$ cat src/rtl/flash_poll_pkg.sv
package flash_poll_pkg;
  localparam int BYTE_W = 8;

  typedef enum logic [1:0] {
    SEQ_IDLE = 2'd0,
    SEQ_RUN  = 2'd1,
    SEQ_FAIL = 2'd2
  } seq_state_e;

  typedef enum logic {
    OP_PROGRAM = 1'b0,
    OP_ERASE   = 1'b1
  } op_kind_e;

  // Flash cells can only be cleared by programming.
  function automatic logic [BYTE_W-1:0] program_merge(
      input logic [BYTE_W-1:0] old_byte,
      input logic [BYTE_W-1:0] new_byte);
    return old_byte & new_byte;
  endfunction

  // In-progress value of the polling bit.
  function automatic logic poll_value(input op_kind_e kind, input logic msb);
    return (kind == OP_PROGRAM) ? ~msb : 1'b0;
  endfunction

  function automatic logic [BYTE_W-1:0] status_byte(input logic pbit);
    return {pbit, {(BYTE_W-1){1'b0}}};
  endfunction
endpackage

$ cat src/rtl/fpr_sequencer.sv
module fpr_sequencer
  import flash_poll_pkg::*;
#(
  parameter int ADDR_W       = 4,
  parameter int PROG_CYCLES  = 6,
  parameter int ERASE_CYCLES = 12
) (
  input  logic              clk,
  input  logic              rst_n,
  input  logic              prog_go,
  input  logic              erase_go,
  input  logic              clear_fault,
  input  logic              fault,
  input  logic [ADDR_W-1:0] addr,
  input  logic [BYTE_W-1:0] wr_data,
  output seq_state_e        state,
  output op_kind_e          op_kind,
  output logic [ADDR_W-1:0] tgt_addr,
  output logic [BYTE_W-1:0] tgt_data,
  output logic              start_evt,
  output logic              done_evt,
  output logic              fault_evt,
  output logic              clear_evt
);
  localparam int MAX_CYC = (PROG_CYCLES > ERASE_CYCLES) ? PROG_CYCLES : ERASE_CYCLES;
  localparam int CNT_W   = $clog2(MAX_CYC + 1);
  localparam logic [CNT_W-1:0] PROG_LOAD  = CNT_W'(PROG_CYCLES);
  localparam logic [CNT_W-1:0] ERASE_LOAD = CNT_W'(ERASE_CYCLES);
  localparam logic [CNT_W-1:0] LAST_CYC   = CNT_W'(1);

  logic [CNT_W-1:0] remain_q;

  assign start_evt = (state == SEQ_IDLE) && (prog_go || erase_go);
  assign fault_evt = (state == SEQ_RUN) && fault;
  assign done_evt  = (state == SEQ_RUN) && !fault && (remain_q == LAST_CYC);
  assign clear_evt = (state == SEQ_FAIL) && clear_fault;

  always_ff @(posedge clk) begin
    if (!rst_n) begin
      state    <= SEQ_IDLE;
      op_kind  <= OP_PROGRAM;
      remain_q <= '0;
      tgt_addr <= '0;
      tgt_data <= '0;
    end else begin
      case (state)
        SEQ_IDLE: begin
          if (start_evt) begin
            state    <= SEQ_RUN;
            op_kind  <= prog_go ? OP_PROGRAM : OP_ERASE;
            remain_q <= prog_go ? PROG_LOAD : ERASE_LOAD;
            tgt_addr <= addr;
            tgt_data <= wr_data;
          end
        end
        SEQ_RUN: begin
          if (fault_evt)     state <= SEQ_FAIL;
          else if (done_evt) state <= SEQ_IDLE;
          else               remain_q <= remain_q - LAST_CYC;
        end
        SEQ_FAIL: begin
          if (clear_evt) state <= SEQ_IDLE;
        end
        default: state <= SEQ_IDLE;
      endcase
    end
  end
endmodule

$ cat src/rtl/fpr_array.sv
module fpr_array
  import flash_poll_pkg::*;
#(
  parameter int ADDR_W = 4
) (
  input  logic              clk,
  input  logic              rst_n,
  input  logic              wr_prog,
  input  logic              wr_erase,
  input  logic [ADDR_W-1:0] wr_addr,
  input  logic [BYTE_W-1:0] wr_byte,
  input  logic [ADDR_W-1:0] rd_addr,
  output logic [BYTE_W-1:0] rd_byte
);
  localparam int DEPTH = 1 << ADDR_W;
  localparam logic [BYTE_W-1:0] ERASED = {BYTE_W{1'b1}};

  logic [DEPTH-1:0][BYTE_W-1:0] cells;

  for (genvar i = 0; i < DEPTH; i++) begin : g_cell
    logic [BYTE_W-1:0] cell_q;
    always_ff @(posedge clk) begin
      if (!rst_n)                                   cell_q <= ERASED;
      else if (wr_erase)                            cell_q <= ERASED;
      else if (wr_prog && wr_addr == ADDR_W'(i))    cell_q <= program_merge(cell_q, wr_byte);
    end
    assign cells[i] = cell_q;
  end

  assign rd_byte = cells[rd_addr];
endmodule

$ cat src/rtl/fpr_read_port.sv
module fpr_read_port
  import flash_poll_pkg::*;
(
  input  logic              clk,
  input  logic              rst_n,
  input  logic              rd_en,
  input  logic              show_status,
  input  logic              poll_bit,
  input  logic [BYTE_W-1:0] array_byte,
  output logic [BYTE_W-1:0] rd_data
);
  always_ff @(posedge clk) begin
    if (!rst_n)       rd_data <= '0;
    else if (rd_en)   rd_data <= show_status ? status_byte(poll_bit) : array_byte;
  end
endmodule

$ cat src/rtl/flash_poll_responder.sv
module flash_poll_responder
  import flash_poll_pkg::*;
#(
  parameter int ADDR_W       = 4,
  parameter int PROG_CYCLES  = 6,
  parameter int ERASE_CYCLES = 12
) (
  input  logic              clk,
  input  logic              rst_n,
  input  logic [ADDR_W-1:0] addr,
  input  logic [7:0]        wr_data,
  input  logic              rd_en,
  input  logic              prog_go,
  input  logic              erase_go,
  input  logic              clear_fault,
  input  logic              fault,
  output logic [7:0]        rd_data,
  output logic              busy
);
  seq_state_e        state;
  op_kind_e          op_kind;
  logic [ADDR_W-1:0] tgt_addr;
  logic [BYTE_W-1:0] tgt_data;
  logic              start_evt, done_evt, fault_evt, clear_evt;
  logic              in_fail;
  logic              poll_bit;
  logic              commit_prog, commit_erase;
  logic [BYTE_W-1:0] array_byte;

  fpr_sequencer #(
    .ADDR_W(ADDR_W), .PROG_CYCLES(PROG_CYCLES), .ERASE_CYCLES(ERASE_CYCLES)
  ) seq_i (
    .clk(clk), .rst_n(rst_n), .prog_go(prog_go), .erase_go(erase_go),
    .clear_fault(clear_fault), .fault(fault), .addr(addr), .wr_data(wr_data),
    .state(state), .op_kind(op_kind), .tgt_addr(tgt_addr), .tgt_data(tgt_data),
    .start_evt(start_evt), .done_evt(done_evt), .fault_evt(fault_evt),
    .clear_evt(clear_evt)
  );

  assign busy         = (state != SEQ_IDLE);
  assign in_fail      = (state == SEQ_FAIL);
  assign poll_bit     = poll_value(op_kind, tgt_data[BYTE_W-1]);
  assign commit_prog  = done_evt && (op_kind == OP_PROGRAM);
  assign commit_erase = done_evt && (op_kind == OP_ERASE);

  fpr_array #(.ADDR_W(ADDR_W)) array_i (
    .clk(clk), .rst_n(rst_n), .wr_prog(commit_prog), .wr_erase(commit_erase),
    .wr_addr(tgt_addr), .wr_byte(tgt_data), .rd_addr(addr), .rd_byte(array_byte)
  );

  fpr_read_port read_i (
    .clk(clk), .rst_n(rst_n), .rd_en(rd_en), .show_status(busy),
    .poll_bit(poll_bit), .array_byte(array_byte), .rd_data(rd_data)
  );
endmodule

$ cat config.mk
export PLATFORM = sky130hd
export DESIGN_NAME = flash_poll_responder
export DESIGN_NICKNAME = d
export VERILOG_FILES = /design/src/rtl/flash_poll_pkg.sv /design/src/rtl/fpr_sequencer.sv /design/src/rtl/fpr_array.sv /design/src/rtl/fpr_read_port.sv /design/src/rtl/flash_poll_responder.sv
export SDC_FILE = /design/constraint.sdc
export NUM_CORES = 1
export LEC_CHECK = 0
export CAP_MARGIN = 10
export CORE_UTILIZATION = 30
export CTS_CLUSTER_DIAMETER = 30
export DETAILED_ROUTE_END_ITERATION = 8
export SLEW_MARGIN = 0
export SYNTH_ARGS = -nofsm -noshare
export SYNTH_HDL_FRONTEND = slang
export SYNTH_SLANG_ARGS = --single-unit
$ cat constraint.sdc
create_clock -name clk -period 1.55 [get_ports clk]
set_input_delay 0.3875 -clock clk [delete_from_list [all_inputs] [get_ports clk]]
set_output_delay 0.3875 -clock clk [all_outputs]
set_load 0.02 [all_outputs]
==> results.toml <==
[run_status]
status = "complete, but fails checks"
violations = "negative setup slack"

[final_layout]
multiInputGateArea_um2 = 3010
register_area_um2 = 3110
fillers = 1910
area_delta_synth_final_pct = 36.6
diodes = 0
final_util_pct = 41.8
drive_gt1_share_pct = 27.9
fin_nets = 750

[cts]
htree_levels = 4
clock_latency_ps = 440
root_buffer = "clkbuf_16"
cts_hold_buffers = 0
cts_tree = "built"
cts.sinks = 155
cts_buffers = 17
clockBufferDepth = 2
path_clk_slew_ps = 60

[yosys]
ys.flop_type = "dfxtp_1"
synthArstFlopShare_pct = 0
synth_top_area_cell = "dfxtp_1"
yosysTopAreaCellShare_pct = 50.2
synth.ff_latch_count = 155
syn_area_um2 = 6190
synth_nets = 646
synth.distinct_cells = 44
synth_edf_count = 0
syn_avg_cell_area_um2 = 9.90
yosysWarnings = 0
synthCells = 625
yosys-top-cells-area = "dfxtp_1 50%, mux4_2 11%, o21ai_0 10%"
ys_seq_area_share_pct = 50.2

[timing]
timing.fmax_ghz = 0.580
fin_crit_sh_pct = 111
finClkSkew_ps = 19.9
hold_viol_final = 0
fin_ws_ps = -173
setup_viol = 132
period_needed_ps = 1720
finalMaxSlewViolations = 0
relSlewSlack_pct = 48.4
rsz0062_at_grt = "true"
fin_setup_tns_ps = -13280
tightest_slew_ps = 774

[critical_path]
end_kind = "flop"
max_stage_delay_ps = 330
crit_chain = "inv_2 > ha_4 > nor3b_4 > buf_4 > buf_6 > a31oi_4 > buf_12 > buf_12 > clkbuf_16 > nand2_1"
ff2ff_path_depth = 10
r2r-start = "seq_i.remain_q[1]"
path_common_cell = "buf_12"
crit_fanout = 9
worstPathRequired_ps = 1860
start_kind = "flop"
reg2reg_to = "array_i.g_cell[6].cell_q[5]"
r2r_setup_slack_ps = -170
path_class = "reg2reg"
arrival_ps = 2040
slowest_stage = "dfxtp_2"

[min_path]
hold-path-cell-count = 4
hold_path_end = "seq_i.state[1]"
hold_class = "in2reg"
min_from = "fault"

[flow_run]
drv_cap = 0

[global_routing]
grt_pass1_vias = 4723
overflow = 0
antenna_found_initial = 0
grt_pass1_wl_um = 26200
gr-usage-all-layers_pct = 16.1
grt_max_degree = 32

[placement]
place_worst_setup_slack_ps = -777
dp_hpwl_um = 10700
gp_congestion = 0.749
portBuffers = 27

[floorplan]
die_area_um2 = 21200
num_rows = 52
die_x_um = 146
die_h_um = 146
coreArea_um2 = 20200
io-pin-count = 28
start_util_pct = 30.6

[drt]
vias = 4919
wl_um = 16600
postRouteAntennaNets = 0
post_drt_wl_per_cell_um = 16.4
vias_per_cell = 4.87
drt_iter0_markers = 290
dr.pass1.iters = 4
drc = 0

[power]
p_per_area_nw_per_um2 = 1100
vdd_drop_max_v = 0.000675
p_leak_nw = 3.21
==> timing repair <==
item,CTS,global route
setup endpoints to repair,145,145
pin swaps,4,8
resized for setup,45,82
buffers inserted,13,10
gates cloned,4,5
==> cell usage in the layout (no fill, tap or decap), drive strengths merged, types with 4 or more instances in the layout <==
| cell | Yosys | layout |
|---|---|---|
| a21oi | 16 | 16 |
| a22oi | 7 | 7 |
| buf | 20 | 93 |
| clkbuf | 18 | 27 |
| clkdlybuf4s15 | 0 | 4 |
| clkdlybuf4s50 | 0 | 14 |
| clkinv | 1 | 5 |
| dfxtp | 155 | 155 |
| dlygate4sd2 | 0 | 5 |
| inv | 3 | 4 |
| mux2i | 10 | 10 |
| mux4 | 31 | 31 |
| nand2 | 162 | 162 |
| nand4 | 16 | 16 |
| nor2 | 12 | 12 |
| nor3b | 5 | 5 |
| o211ai | 9 | 9 |
| o21ai | 129 | 129 |
==> state kept, by name, summed over array words and instances (netlist names) <==
name,flops
seq_i.remain_q,4
read_i.rd_data,8
seq_i.tgt_addr,4
array_i.g_cell.cell_q,128
seq_i.state,2
seq_i.tgt_data,8
seq_i.op_kind,1
==> logic make-up (layout without fill, tap and decap cells) <==
logic type	count (synthesis)	in the layout	share of synthesized area, %
AOI/OAI and AO/OA	171	171	15.0
xor gates and xnor gates	1	1	0.142
adders and majority gates	2	2	0.404
and+or+nand+nor	213	213	18.1
buffers and inverters	42	158	3.34
muxes	41	41	12.9
DFF	155	155	50.2
==> power breakdown <==
part / internal [W] / switching, W
registers: 0.00406 / 0.000128
clock network: 0.00246 / 0.00165
logic: 0.000534 / 0.000511
==> cells in the mapped netlist (3+ instances only) <==
cell and instances:
o211ai_1 9, nor2_1 11, mux4_2 31, dfxtp_1 155, nand4_1 6, buf_2 12
nand4_4 9, a22oi_1 7, clkbuf_1 18, mux2i_1 10, nor3b_4 4, nand2_1 162
buf_4 5, a21oi_1 16, nor2b_1 3, o21ai_0 128, a31oi_1 3
==> through the flow <==
stage          hold WS [ps]  std cells  total power (W)  area, µm²
2_1_floorplan           423        625          0.00471       6250
3_3_place_gp            442        950          0.00513       7250
3_5_place_dp            450        950          0.00513       7250
4_1_cts                 460        998          0.00931       8160
5_1_grt                 463       1011          0.00968       8450
6_report                428       1011          0.00934       8450
==> worst max-delay path by stage <==
stage                       from                           end  slack, ps  cells past startpoint
2_1_floorplan            addr[1]             read_i.rd_data[7]        0.1                      5
3_3_place_gp             addr[1]             read_i.rd_data[6]       -790                      4
3_5_place_dp             addr[1]             read_i.rd_data[6]       -780                      4
4_1_cts        seq_i.remain_q[1]  array_i.g_cell[15].cell_q[3]       -150                     10
5_1_grt        seq_i.remain_q[1]   array_i.g_cell[5].cell_q[7]       -230                     10
6_report       seq_i.remain_q[1]   array_i.g_cell[6].cell_q[5]       -170                     10
==> worst max-delay path: cells and delay by family, from the launching register on <==
family          cells  cell delay, ps
flops               1             330
fa+ha+maj           1             140
buf+inv             6             780
simple gates        2             200
compound gates      1             170
==> final cells by class <==
class                   count  area share (%)
inverters                   4           0.178
multi-input cells         428            35.6
repair buffers            123            16.6
clock inverters             9            1.36
well taps                 270            4.00
clock buffers              22            5.49
flip-flops and latches    155            36.8
==> metal layers <==
layer	part of all wire, %	wire [µm]	track usage [%]
met1	50	8330	22.5
met5	0	0	0
met2	46	7570	24.4
met3	3.6	595	4.01
met4	0.70	117	4.89
No activity file was read; power rests on OpenSTA's default activity.
